==> config.mk <==
export PLATFORM = sky130hd
export DESIGN_NAME = wp_guard
export DESIGN_NICKNAME = d
export VERILOG_FILES = /design/src/rtl/wp_pkg.sv /design/src/rtl/wp_ack_decide.sv /design/src/rtl/wp_lock_reg.sv /design/src/rtl/wp_commit_gate.sv /design/src/rtl/wp_guard.sv
export SDC_FILE = /design/constraint.sdc
export NUM_CORES = 1
export LEC_CHECK = 0
export BUFFER_PORTS_ARGS = -buffer_cell sky130_fd_sc_hd__buf_2
export CAP_MARGIN = 10
export CORE_AREA = 2 2 39 41
export CTS_BUF_LIST = sky130_fd_sc_hd__clkbuf_8
export DETAILED_ROUTE_END_ITERATION = 6
export DIE_AREA = 0 0 41 43
export PLACE_DENSITY = 0.65
export RECOVER_POWER = 25
export SYNTH_ARGS = -nofsm -noshare
export SYNTH_HDL_FRONTEND = slang
export SYNTH_SLANG_ARGS = --single-unit
==> constraint.sdc <==
create_clock -name clk -period 1 [get_ports clk]
set_input_delay 0.15 -clock clk [delete_from_list [all_inputs] [get_ports clk]]
set_output_delay 0.15 -clock clk [all_outputs]
set_load 0.005 [all_outputs]
==> src/rtl/wp_pkg.sv <==
package wp_pkg;
  typedef enum logic [1:0] {
    SES_IDLE     = 2'd0,
    SES_ARRAY_WR = 2'd1,
    SES_LOCK_WR  = 2'd2,
    SES_READ     = 2'd3
  } ses_t;
endpackage

==> src/rtl/wp_ack_decide.sv <==
module wp_ack_decide #(
  parameter int                CODE_W     = 4,
  parameter logic [CODE_W-1:0] ARRAY_CODE = 4'b1010,
  parameter logic [CODE_W-1:0] LOCK_CODE  = 4'b0110
) (
  input  logic [CODE_W-1:0] code,
  input  logic              lock_set,
  output logic              ack,
  output logic              is_lock
);
  logic is_array;
  always_comb begin
    is_array = (code == ARRAY_CODE);
    is_lock  = (code == LOCK_CODE);
    // the lock register answers only until it has been programmed
    ack      = is_array || (is_lock && !lock_set);
  end
endmodule

==> src/rtl/wp_lock_reg.sv <==
module wp_lock_reg (
  input  logic clk,
  input  logic por,
  input  logic set_req,
  output logic lock_q
);
  // one-time flag: power-on reset is the only way back to zero
  always_ff @(posedge clk) begin
    if (por)          lock_q <= 1'b0;
    else if (set_req) lock_q <= 1'b1;
  end
endmodule

==> src/rtl/wp_commit_gate.sv <==
module wp_commit_gate #(
  parameter int ADDR_W = 8
) (
  input  logic [ADDR_W-1:0] addr,
  input  logic              lock_set,
  input  logic              hw_lock,
  output logic              allow
);
  localparam int HALF_BIT = ADDR_W - 1;
  logic low_half;
  always_comb begin
    low_half = !addr[HALF_BIT];
    allow    = !hw_lock && !(lock_set && low_half);
  end
endmodule

==> src/rtl/wp_guard.sv <==
module wp_guard #(
  parameter int                CODE_W     = 4,
  parameter int                ADDR_W     = 8,
  parameter logic [CODE_W-1:0] ARRAY_CODE = 4'b1010,
  parameter logic [CODE_W-1:0] LOCK_CODE  = 4'b0110
) (
  input  logic              clk,
  input  logic              rst,
  input  logic              por,
  input  logic              ctl_valid,
  input  logic [CODE_W-1:0] ctl_code,
  input  logic              ctl_rd,
  input  logic              byte_valid,
  input  logic [ADDR_W-1:0] byte_addr,
  input  logic              seq_stop,
  input  logic              hw_lock,
  output logic              ctl_ack,
  output logic              commit_en,
  output logic              cycle_start
);
  import wp_pkg::*;

  ses_t ses_q;
  logic data_seen_q;
  logic lock_q;
  logic dec_ack, dec_is_lock, gate_allow;
  logic wr_session, stop_only, set_req;

  wp_ack_decide #(
    .CODE_W(CODE_W), .ARRAY_CODE(ARRAY_CODE), .LOCK_CODE(LOCK_CODE)
  ) u_dec (
    .code(ctl_code), .lock_set(lock_q), .ack(dec_ack), .is_lock(dec_is_lock)
  );

  wp_commit_gate #(.ADDR_W(ADDR_W)) u_gate (
    .addr(byte_addr), .lock_set(lock_q), .hw_lock(hw_lock), .allow(gate_allow)
  );

  always_comb begin
    wr_session = (ses_q == SES_ARRAY_WR) || (ses_q == SES_LOCK_WR);
    stop_only  = seq_stop && !ctl_valid && !byte_valid;
    set_req    = stop_only && !rst && (ses_q == SES_LOCK_WR)
                 && data_seen_q && !hw_lock;
  end

  wp_lock_reg u_lock (
    .clk(clk), .por(por), .set_req(set_req), .lock_q(lock_q)
  );

  always_ff @(posedge clk) begin
    if (rst || por) begin
      ses_q       <= SES_IDLE;
      data_seen_q <= 1'b0;
      ctl_ack     <= 1'b0;
      commit_en   <= 1'b0;
      cycle_start <= 1'b0;
    end else begin
      ctl_ack     <= 1'b0;
      commit_en   <= 1'b0;
      cycle_start <= 1'b0;
      if (ctl_valid) begin
        ctl_ack     <= dec_ack;
        data_seen_q <= 1'b0;
        if (!dec_ack)         ses_q <= SES_IDLE;
        else if (ctl_rd)      ses_q <= SES_READ;
        else if (dec_is_lock) ses_q <= SES_LOCK_WR;
        else                  ses_q <= SES_ARRAY_WR;
      end else if (byte_valid) begin
        if (ses_q == SES_ARRAY_WR) commit_en <= gate_allow;
        if (wr_session) data_seen_q <= 1'b1;
      end else if (seq_stop) begin
        cycle_start <= wr_session && data_seen_q;
        ses_q       <= SES_IDLE;
        data_seen_q <= 1'b0;
      end
    end
  end
endmodule

==> reports/results.env, run 1 <==
POSTSYNTH.ASYNCRESETSHARE_PCT=0
NETLIST.AREA_LEADER.SHARE_PCT=40.73
GLOBAL_ROUTE.USAGE.MET1_PCT=11.33
DIEAREA_UM2=1763
SYN-INSTANCE-COUNT=36
RELSLEWSLACK_PCT=80.38
GRT_PASS1_VIAS=328
ANTENNA_LEFT=0
CRITPATHARRIVALTIME_PS=1110
VDD.IR_DROP.WORST_V=0.0004944
IO-PIN-COUNT=23
STATIC-LEAKAGE-POWER_nW=0.2474
POSTSYNTHREGISTERBITS=7
POWER_DENSITY_nW_PER_UM2=1345
WORST_SKEW_PAIR.LATE_LATENCY_PS=230
DRIVE_GT1_SHARE_PCT=56.67
HOLD_CLASS='in2reg'
HTREEDEPTH=1
PORT_BUFFERS=15
INSTANCES_NO_FILL=76
RSZ0062_AT_GRT='yes'
TIME_THE_FINAL_WORST_PATH_NEEDS_WITH_I_O_DELAYS_AND_SETUP_PS=996.3
PLACEDINSTANCEAREA_UM2=476.7
INITIAL_STANDARD_CELL_UTILIZATION_OF_THE_CORE_PCT=24.86
TIMING.CRITICAL_PATH.FROM_TYPE='flop'
CRITICAL_PATH.MAX_FANOUT=3
DETAIL_ROUTE.WL_PER_CELL_UM=10.91
ACHIEVABLE_FREQ_MHz=1004
FRACTION_OF_MET2_TRACKS_USED_BY_GLOBAL_ROUTING_PCT=16.56
SETUP.REG_TO_REG.WORST_SLACK_PS=4
TIGHTESTPINTRANSITION_PS=293.7
FINAL-HOLD-VIOLATION-COUNT=0
CLK_PIN_SLEW_WORST_PATHS_PS=40
LAYOUT_NETS=83
TIMING.CLOCK.SKEW_PS=3.736
WL_UM=829
YOSYSTOPAREACELL='sky130_fd_sc_hd__dfxtp_1'
FIN_WS_PS=3.678
MET3_USAGE_PCT=3.141
CRITICALPATHCATEGORY='reg2reg'
GP_CONGESTION=0.6763
FIRST_PASS_GRT_WIRE_LENGTH_UM=1214
INITIAL_ANTENNA_VIOLATION_COUNT=0
AVGVIACOUNTPERCELL=4.487
SYNTH.MOST_COMMON_CELL='sky130_fd_sc_hd__dfxtp_1'
CRIT_START='ses_q[0]'
MAX-CAP-VIOLATIONS=0
DIE_H_UM=43
GRT_OVERFLOW_TOTAL=0
CTS_TREE='built'
FIRST_PASS_DRT_ITERATIONS=4
GRT_UTIL_ALL_LAYERS_PCT=10.66
FINAL-SETUP-VIOL-COUNT=0
CLOCK_SINKS=7
SYNTHFLOPTYPE='sky130_fd_sc_hd__dfxtp_1'
FINAL_MAX_SLEW_VIOLATION_COUNT=0
R2R_START='ses_q[0]'
LAYER_WITH_THE_HIGHEST_USAGE_AFTER_GLOBAL_ROUTING='met2'
PLACEMENTROWS=14
R2R_END='u_lock.lock_q'
BUFFERS_FROM_CLOCK_ROOT_TO_SINK_AT_MOST=2
OUTCOME='completed'
FILL_CELLS=133
SYNTHESIS.YOSYS.WARNINGS=0
FINAL_ANTENNA_DIODE_COUNT=0
EDFF_COUNT_SYNTH=0
TOP_CELLS_BY_AREA_IN_THE_SYNTHESIZED_NETLIST='sky130_fd_sc_hd__dfxtp_1 41%, sky130_fd_sc_hd__a2111oi_4 8.0%, sky130_fd_sc_hd__ha_1 7.3%, sky130_fd_sc_hd__inv_1 6.5%, sky130_fd_sc_hd__nor2b_1 5.5%'
DRTITER0DRC=4
CORE_AREA_UM2=1384
WORST_EP_REQUIRED_TIME_PS=1110
SYNTH.CELL_AREA_UM2=344.1
POSTSYNTHAREAPERCELL_UM2=9.558
GRT_START_MAX_NET_PINS=5
PLACEMENT.SETUP.WORST_SLACK_PS=-80.44
TRITONCTS.NUM_BUFFERS=3
CLOCKROOTBUFFER='sky130_fd_sc_hd__clkbuf_8'
FINAL_CORE_UTILIZATION_PCT=40.60
PLACE.DETAILED.INSTANCES=72
ROUTE.VIAS.TOTAL=341
SYNTH.LIB_CELLS_USED.DISTINCT=16
SYNTH_COMMON_CELLS='7 x sky130_fd_sc_hd__dfxtp_1, 6 x sky130_fd_sc_hd__inv_1, 3 x sky130_fd_sc_hd__nor2_1, 3 x sky130_fd_sc_hd__nor2b_1'
POSTCTSHOLDBUFS=0
NET_COUNT_AFTER_SYNTHESIS=58
WORST-R2R-CELL-COUNT=5
AREAGROWTHSYNTHTOFINISH_PCT=63.27
DIE_W_UM=41
ROUTE.DETAILED.DRC=0
WORST_SETUP_PATH_ENDPOINT='u_lock.lock_q'
YS_SEQ_AREA_SHARE_PCT=40.73
CRITICAL_PATH.ENDPOINT_TYPE='flop'
POST-ROUTE-PERIOD-UTIL_PCT=99.63
STDCELL_AREA_UM2=561.8
-- worst max-delay path, stage by stage, from the launching register on --
cell	delay [ps]
sky130_fd_sc_hd__dfxtp_2	340
sky130_fd_sc_hd__inv_2	50
sky130_fd_sc_hd__ha_4	140
sky130_fd_sc_hd__nor4b_2	140
sky130_fd_sc_hd__a31oi_1	140
sky130_fd_sc_hd__nor2_1	70
-- how the worst min path moves through the flow --
stage	startpoint	to	slack, ps	depth (start not counted)
after floorplan	hw_lock	commit_en	210	1
after global placement	hw_lock	commit_en	360	2
after detailed placement	hw_lock	commit_en	360	2
after CTS	hw_lock	commit_en	120	2
after global routing	hw_lock	commit_en	140	2
final	hw_lock	commit_en	150	2
-- repair_timing --
item,in CTS,in global routing
setup buffers,0,0
pin swaps,2,4
resized for setup,4,6
setup endpoints to repair,2,5
-- cell usage in the layout (no fill, tap or decap) --
cell type,netlist,final
sky130_fd_sc_hd__clkbuf_8,0,3
sky130_fd_sc_hd__dfxtp_2,0,2
sky130_fd_sc_hd__nor3_1,2,1
sky130_fd_sc_hd__nor2b_1,3,3
sky130_fd_sc_hd__ha_4,0,1
sky130_fd_sc_hd__inv_2,0,2
sky130_fd_sc_hd__a21oi_2,0,1
sky130_fd_sc_hd__nor3b_2,0,1
sky130_fd_sc_hd__o2bb2ai_1,2,2
sky130_fd_sc_hd__a31oi_1,2,2
sky130_fd_sc_hd__nor2_1,3,3
sky130_fd_sc_hd__ha_1,2,1
sky130_fd_sc_hd__o2111ai_2,0,1
sky130_fd_sc_hd__clkbuf_1,0,1
sky130_fd_sc_hd__a2111oi_4,1,1
sky130_fd_sc_hd__or3_4,1,1
sky130_fd_sc_hd__and4b_1,1,1
sky130_fd_sc_hd__nor4b_2,0,1
sky130_fd_sc_hd__buf_4,0,5
sky130_fd_sc_hd__dfxtp_1,7,5
sky130_fd_sc_hd__nand2_1,2,2
sky130_fd_sc_hd__buf_2,0,14
sky130_fd_sc_hd__nor3_2,0,1
sky130_fd_sc_hd__inv_1,6,5
-- sequential cells by signal, summed over array words and instances, names as in the netlist --
register	flops
commit_en	1
ctl_ack	1
cycle_start	1
data_seen_q	1
ses_q	2
u_lock.lock_q	1
-- power by group --
part | internal [W] | switching, W | total (W)
sequential | 0.000282 | 0.00000104 | 0.000283
clock | 0.000266 | 0.000131 | 0.000398
combinational | 0.0000396 | 0.0000357 | 0.0000753
total | 0.000587 | 0.000168 | 0.000755
-- metal layers --
layer	vias up	share of wire, %
li1	173	-
met1	157	41
met2	11	53
met3	0	5.5
met4	0	0
met5	-	0
-- logic make-up after synthesis --
family | synth area share [%]
compound gates | 20.73
buf+inv | 6.545
fa+ha+maj | 7.272
simple gates | 24.73
flops | 40.73
-- metrics by stage --
stage	setup TNS (ps)	hold slack, ps	power, W
2_1_floorplan	0	214.3	0.0003095
3_3_place_gp	-239.3	357.2	0.0003535
3_5_place_dp	-339.7	356.9	0.0003545
4_1_cts	0	118.6	0.0007505
5_1_grt	-56.21	137.2	0.0007913
6_report	0	145.7	0.0007554
-- final cells by class --
cell class                      instances  area [um^2]  share of cell area, %
Clock buffer                            3        41.29                  7.350
Tap cell                               16        20.02                  3.563
Timing Repair Buffer                   20        111.4                  19.82
Inverter                                6        22.52                  4.009
Sequential cell                         7        142.6                  25.39
Multi-Input combinational cell         23        220.2                  39.20
Clock inverter                          1        3.754                 0.6682
(Power assumes the default switching activity.)
==> run 2: changes to the inputs <==
Settings changed: BUFFER_PORTS_ARGS -buffer_cell sky130_fd_sc_hd__buf_2 to unset, DONT_BUFFER_PORTS set to 1, PLACE_DENSITY 0.65 to 0.49.
==> run 2 against run 1 <==
  * Sequential cell count stayed put
  * Sequential share of layout area is 4.7 points higher
  * Maximum frequency is 5.2% higher
  * Utilization is 6.3 points lower
  * First-iteration DRC count is 50% lower
==> reports/results.env, run 2 (same netlist as run 1, synthesis figures left out) <==
P_SW_W=0.0001316
GRT_PASS1_VIAS=281
TIGHTESTPINTRANSITION_PS=297.4
WORST_SETUP_PATH_ENDPOINT='data_seen_q'
LAYOUT.CELLS.MOST_COMMON='sky130_fd_sc_hd__inv_1'
REGISTERS.TOP_BY_FF_COUNT='ses_q'
RELSLEWSLACK_PCT=80.16
STATIC-LEAKAGE-POWER_nW=0.1847
FINAL.SETUP.TNS_PS=0
INITIAL_ANTENNA_VIOLATION_COUNT=0
CLOCKROOTBUFFER='sky130_fd_sc_hd__clkbuf_8'
DIE_H_UM=43
FINALPOWER_W=0.0006975
VDD.IR_DROP.WORST_V=0.0007140
WL_UM=728
PLACEMENTROWS=14
ROUTE.DETAILED.DRC=0
CRIT_START='ses_q[0]'
CRITPATHARRIVALTIME_PS=1050
LAYOUT_NETS=67
WORST-R2R-CELL-COUNT=5
WORST_EP_REQUIRED_TIME_PS=1100
POST-ROUTE-PERIOD-UTIL_PCT=94.74
PLACEDINSTANCEAREA_UM2=371.6
ROUTE.VIAS.TOTAL=279
HPWL_UM=512.6
MAX-CAP-VIOLATIONS=0
MOST-COMMON-LAYOUT-CELLS='6 x sky130_fd_sc_hd__inv_1, 5 x sky130_fd_sc_hd__dfxtp_1, 3 x sky130_fd_sc_hd__nor2b_1, 3 x sky130_fd_sc_hd__nor2_1, 3 x sky130_fd_sc_hd__clkbuf_8'
TRITONCTS.NUM_BUFFERS=3
FINAL-HOLD-VIOLATION-COUNT=0
MULTI_INPUT_AREA_UM2=209.0
LARGEST_REGISTER_FF_COUNT=2
FINAL_ANTENNA_DIODE_COUNT=0
BUFFERS_FROM_CLOCK_ROOT_TO_SINK_AT_MOST=2
DRTITER0DRC=2
GRT_START_MAX_NET_PINS=5
R2R_END='data_seen_q'
AREAGROWTHSYNTHTOFINISH_PCT=37.82
CRITICAL_PATH.ENDPOINT_TYPE='flop'
R2R_START='ses_q[0]'
FINAL_MAX_SLEW_VIOLATION_COUNT=0
IO-PIN-COUNT=23
ACHIEVABLE_FREQ_MHz=1056
TIME_THE_FINAL_WORST_PATH_NEEDS_WITH_I_O_DELAYS_AND_SETUP_PS=947.4
CLOCK_SINKS=7
DIE_W_UM=41
FINAL-SEQ-AREA_UM2=142.6
PWR-SHARE-COMB_PCT=5.2
CTS_TREE='built'
GRT_OVERFLOW_TOTAL=0
CRITICALPATHCATEGORY='reg2reg'
WORST_SKEW_PAIR.LATE_LATENCY_PS=220
TIMING.CLOCK.SKEW_PS=0.9824
STDCELL_AREA_UM2=474.2
POWER.SHARE.SEQUENTIAL_PCT=40.6
INITIAL_STANDARD_CELL_UTILIZATION_OF_THE_CORE_PCT=24.86
OUTCOME='completed'
HTREEDEPTH=1
POWER_SWITCHING_SHARE_PCT=18.87
FIRST_PASS_GRT_WIRE_LENGTH_UM=1097
AVGVIACOUNTPERCELL=4.650
CRITICAL_PATH.MAX_FANOUT=3
FINAL-SETUP-VIOL-COUNT=0
PORT_BUFFERS=0
POWER_DENSITY_nW_PER_UM2=1471
CORE_AREA_UM2=1384
POWER.SHARE.CLOCK_PCT=54.2
DRIVE_GT1_SHARE_PCT=31.82
GP_CONGESTION=0.6402
CLK_PIN_SLEW_WORST_PATHS_PS=40
CELLINTERNALPOWER_W=0.0005659
DIEAREA_UM2=1763
GRT_UTIL_ALL_LAYERS_PCT=9.849
SETUP.REG_TO_REG.WORST_SLACK_PS=50
DETAIL_ROUTE.WL_PER_CELL_UM=12.13
ANTENNA_LEFT=0
HOLD_CLASS='in2reg'
FILL_CELLS=150
FIRST_PASS_DRT_ITERATIONS=2
TIMING.CRITICAL_PATH.FROM_TYPE='flop'
-- run 2: cell count changes in the layout (fill, tap and decap cells not counted) --
cell	before	now
sky130_fd_sc_hd__inv_1	5	6
sky130_fd_sc_hd__buf_2	14	0
sky130_fd_sc_hd__o2111ai_2	1	0
sky130_fd_sc_hd__inv_2	2	1
sky130_fd_sc_hd__clkbuf_1	1	0
sky130_fd_sc_hd__buf_4	5	2
sky130_fd_sc_hd__nor3_2	1	0
sky130_fd_sc_hd__o2111ai_1	0	1
sky130_fd_sc_hd__dlygate4sd3_1	0	2
sky130_fd_sc_hd__nor3_1	1	2
-- run 2: power by group through the flow --
stage	Sequential (W)	Combinational [W]	Clock [W]
detailed placement	0.000287	0.0000262	0
global placement	0.000287	0.0000259	0
finish	0.000283	0.0000364	0.000378
global route	0.000283	0.0000405	0.000400
CTS	0.000283	0.0000355	0.000387
floorplan	0.000287	0.0000227	0
-- run 2: cell type report --
cell class / count / area share (%)
clock buffer: 3 / 8.707
clock inverter: 1 / 0.7916
inverter: 6 / 4.749
multi-input combinational: 23 / 44.06
sequential: 7 / 30.08
tap: 16 / 4.222
timing repair buffer: 4 / 7.388
-- run 2: worst min-delay path by stage --
stage | startpoint | endpoint | depth (start not counted)
floorplan | hw_lock | commit_en | 1
global placement | hw_lock | commit_en | 1
detailed placement | hw_lock | commit_en | 1
CTS | ctl_rd | ses_q[1] | 2
global route | byte_valid | commit_en | 2
finish | ctl_rd | ses_q[1] | 2
-- run 2: per-layer routing --
layer	GRT usage, %	routed length, um
met5	0	0
met2	13.75	361
met3	6.283	61
met4	6.000	0
met1	10.65	305
-- run 2: critical path: stages (launching register included) --
cell and delay [ps]:
sky130_fd_sc_hd__dfxtp_2 330, sky130_fd_sc_hd__inv_2 40, sky130_fd_sc_hd__ha_4 260, sky130_fd_sc_hd__inv_1 40, sky130_fd_sc_hd__a21oi_2 100, sky130_fd_sc_hd__nor3_1 50
-- run 2: what timing repair did --
action                                 4_1_cts  5_1_grt
resized for setup                            3        4
hold buffers                                 2        0
setup buffers                                0        1
setup endpoints to repair                    2        5
endpoints found under the hold margin        2        0
pin swaps                                    2        2
-- run 2: stage by stage --
| stage | util [%] | instances | setup slack, ps | hold WS, ps |
|---|---|---|---|---|
| CTS | 33.00 | 59 | -15.37 | 92.51 |
| global placement | 26.85 | 53 | -29.16 | 216.2 |
| finish | 34.27 | 60 | 52.59 | 99.20 |
| floorplan | - | 36 | 26.38 | 214.3 |
| global route | 34.27 | 60 | -28.07 | 112.8 |
| detailed placement | 26.85 | 53 | -42.60 | 217.8 |
==> run 3: changes to the inputs <==
Clock period 1 ns to 0.83 ns, I/O delays scaled along.
==> run 3 against run 2 <==
  * The flow now finishes with violations (hold timing, setup timing)
  * Worst setup slack worse by 180 ps
  * First-iteration DRC count is 100% lower
  * Combinational power rose by 13%
  * Routed wire length increased by 5.9%
  * Utilization up 0.45 points
  * Hold slack lost 130 ps
  * Clock-buffer cell count is the same
  * Sequential share of layout area is 0.39 points higher
  * Largest cell class unchanged
  * Highest routed layer is now met4
==> reports/results.env, run 3 (same netlist as run 1, synthesis figures left out) <==
OUTCOME='complete, but fails checks'
FAILED_CHECKS='hold timing, setup timing'
GRT_OVERFLOW_TOTAL=0
FILL_CELLS=145
ANTENNA_LEFT=0
POWER_DENSITY_nW_PER_UM2=1753
CP_COMMON_CELL='sky130_fd_sc_hd__inv_2'
FINAL_ANTENNA_DIODE_COUNT=0
MAX-CAP-VIOLATIONS=0
TIGHTESTPINTRANSITION_PS=290.0
MOST-COMMON-LAYOUT-CELLS='4 x sky130_fd_sc_hd__inv_1, 4 x sky130_fd_sc_hd__dfxtp_1'
CLOCK_SINKS=7
LAYOUT_NETS=65
FINAL_MAX_SLEW_VIOLATION_COUNT=0
DRTITER0DRC=0
CRIT_PATH_CELL_CHAIN='inv_2, ha_4, inv_2, a21oi_2, nor3_1'
PLACEMENTROWS=14
ACHIEVABLE_FREQ_MHz=1042
POSTCTSHOLDBUFS=1
POST-ROUTE-PERIOD-UTIL_PCT=115.7
WL_MET1_UM=310
CLK_PIN_SLEW_WORST_PATHS_PS=40
CRITICALPATHCATEGORY='reg2reg'
FINAL.HOLD.WORST_SLACK_PS=-30.89
FINAL-HOLD-VIOLATION-COUNT=1
GP_CONGESTION=0.6834
PLACEDINSTANCEAREA_UM2=385.4
FINAL.SETUP.TNS_PS=-417.6
WL_MET3_UM=81
DETAILROUTE.WIRELENGTH.MET2_UM=370
TIMING.CRITICAL_PATH.FROM_TYPE='flop'
FIN_WS_PS=-130.0
DRIVE_GT1_SHARE_PCT=45.24
GRT_START_MAX_NET_PINS=5
CTS_TREE='built'
CLOCKROOTBUFFER='sky130_fd_sc_hd__clkbuf_8'
CRITICAL_PATH.ENDPOINT_TYPE='flop'
FIRST_PASS_GRT_WIRE_LENGTH_UM=1138
TIME_THE_FINAL_WORST_PATH_NEEDS_WITH_I_O_DELAYS_AND_SETUP_PS=960.0
PORT_BUFFERS=0
DETAIL_ROUTE.WL_PER_CELL_UM=13.29
INSTANCES_NO_FILL=58
CORE_AREA_UM2=1384
HTREEDEPTH=1
LARGEST_REGISTER_FF_COUNT=2
FIRST_PASS_DRT_ITERATIONS=1
DIEAREA_UM2=1763
RSZ0062_AT_GRT='yes'
DIE_H_UM=43
STATIC-LEAKAGE-POWER_nW=0.1754
TRITONCTS.NUM_BUFFERS=3
ROUTE.VIAS.TOTAL=284
CRIT_FAMILY='flip-flops'
REGISTERS.TOP_BY_FF_COUNT='ses_q'
CRIT_BUF_INV=2
DIE_W_UM=41
HPWL_UM=604.4
HOLD_CLASS='in2reg'
CRITPATHARRIVALTIME_PS=1060
AREAGROWTHSYNTHTOFINISH_PCT=39.64
CPMAXSTAGEDELAYCELL='sky130_fd_sc_hd__dfxtp_2'
GRT_UTIL_ALL_LAYERS_PCT=10.35
WL_UM=771
VDD.IR_DROP.WORST_V=0.0005511
STDCELL_AREA_UM2=480.5
WORST_EP_REQUIRED_TIME_PS=930
RELSLEWSLACK_PCT=80.62
INITIAL_ANTENNA_VIOLATION_COUNT=0
BUFFERS_FROM_CLOCK_ROOT_TO_SINK_AT_MOST=2
INITIAL_STANDARD_CELL_UTILIZATION_OF_THE_CORE_PCT=24.86
FINAL-SETUP-VIOL-COUNT=5
GRT_PASS1_VIAS=274
CPPEAKSTAGEDELAY_PS=340
CRITICAL_PATH.MAX_FANOUT=3
WORST_SKEW_PAIR.LATE_LATENCY_PS=220
AVGVIACOUNTPERCELL=4.897
PLACE.DETAILED.INSTANCES=53
TIMING.CLOCK.SKEW_PS=0.5717
IO-PIN-COUNT=23
ROUTE.DETAILED.DRC=0
HIGHEST_LAYER='met4'
run 3: report_power, final:
part           switching (W)  total [W]  internal, W  leakage [nW]
Sequential        0.00000144   0.000338     0.000336        0.0582
Clock               0.000144   0.000463     0.000319        0.0269
Combinational      0.0000200  0.0000413    0.0000213        0.0903
Total               0.000165   0.000842     0.000677         0.175
run 3: stage by stage:
stage               hold slack, ps  total power (W)  setup WS (ps)  utilization [%]
floorplan                    189.5        0.0003760         -98.38                -
global placement             189.9        0.0003799         -147.2            27.85
detailed placement           192.6        0.0003814         -181.1            27.85
CTS                         -35.16        0.0008569         -139.1            33.91
global route                -35.86        0.0008855         -197.7            34.72
finish                      -30.89        0.0008425         -130.0            34.72
run 3: cell type report:
type                    instances  area [um^2]  area share (%)
flip-flops and latches          7        146.4           30.47
well taps                      16        20.02           4.167
repair buffers                  2        17.52           3.646
multi-input cells              23        229.0           47.66
clock inverters                 1        3.754          0.7812
clock buffers                   3        41.29           8.594
inverters                       6        22.52           4.687
run 3: timing repair:
item / 4_1_cts / 5_1_grt
setup buffers: 0 / 0
pin swaps: 2 / 1
setup endpoints to repair: 6 / 6
endpoints found under the hold margin: 2 / 1
resized for setup: 8 / 3
run 3: final timing paths:
path,from,end,slack [ps],cells after the start
setup / recovery,ses_q[0],data_seen_q,-130,5
hold / removal,hw_lock,commit_en,-30,1
setup reg to reg,ses_q[0],data_seen_q,-130,5
hold reg to reg,data_seen_q,cycle_start,470,2
run 3: routing by layer:
layer | vias to the layer above | track usage (%)
li1 | 140 | -
met1 | 127 | 11.61
met3 | 2 | 5.759
met5 | - | 0
met4 | 0 | 8.000
met2 | 15 | 13.75
run 3: worst reg2reg max path: stages, from the launching register on:
cell and delay [ps]:
sky130_fd_sc_hd__dfxtp_2 340, sky130_fd_sc_hd__inv_2 50, sky130_fd_sc_hd__ha_4 260, sky130_fd_sc_hd__inv_2 30
sky130_fd_sc_hd__a21oi_2 100, sky130_fd_sc_hd__nor3_1 50
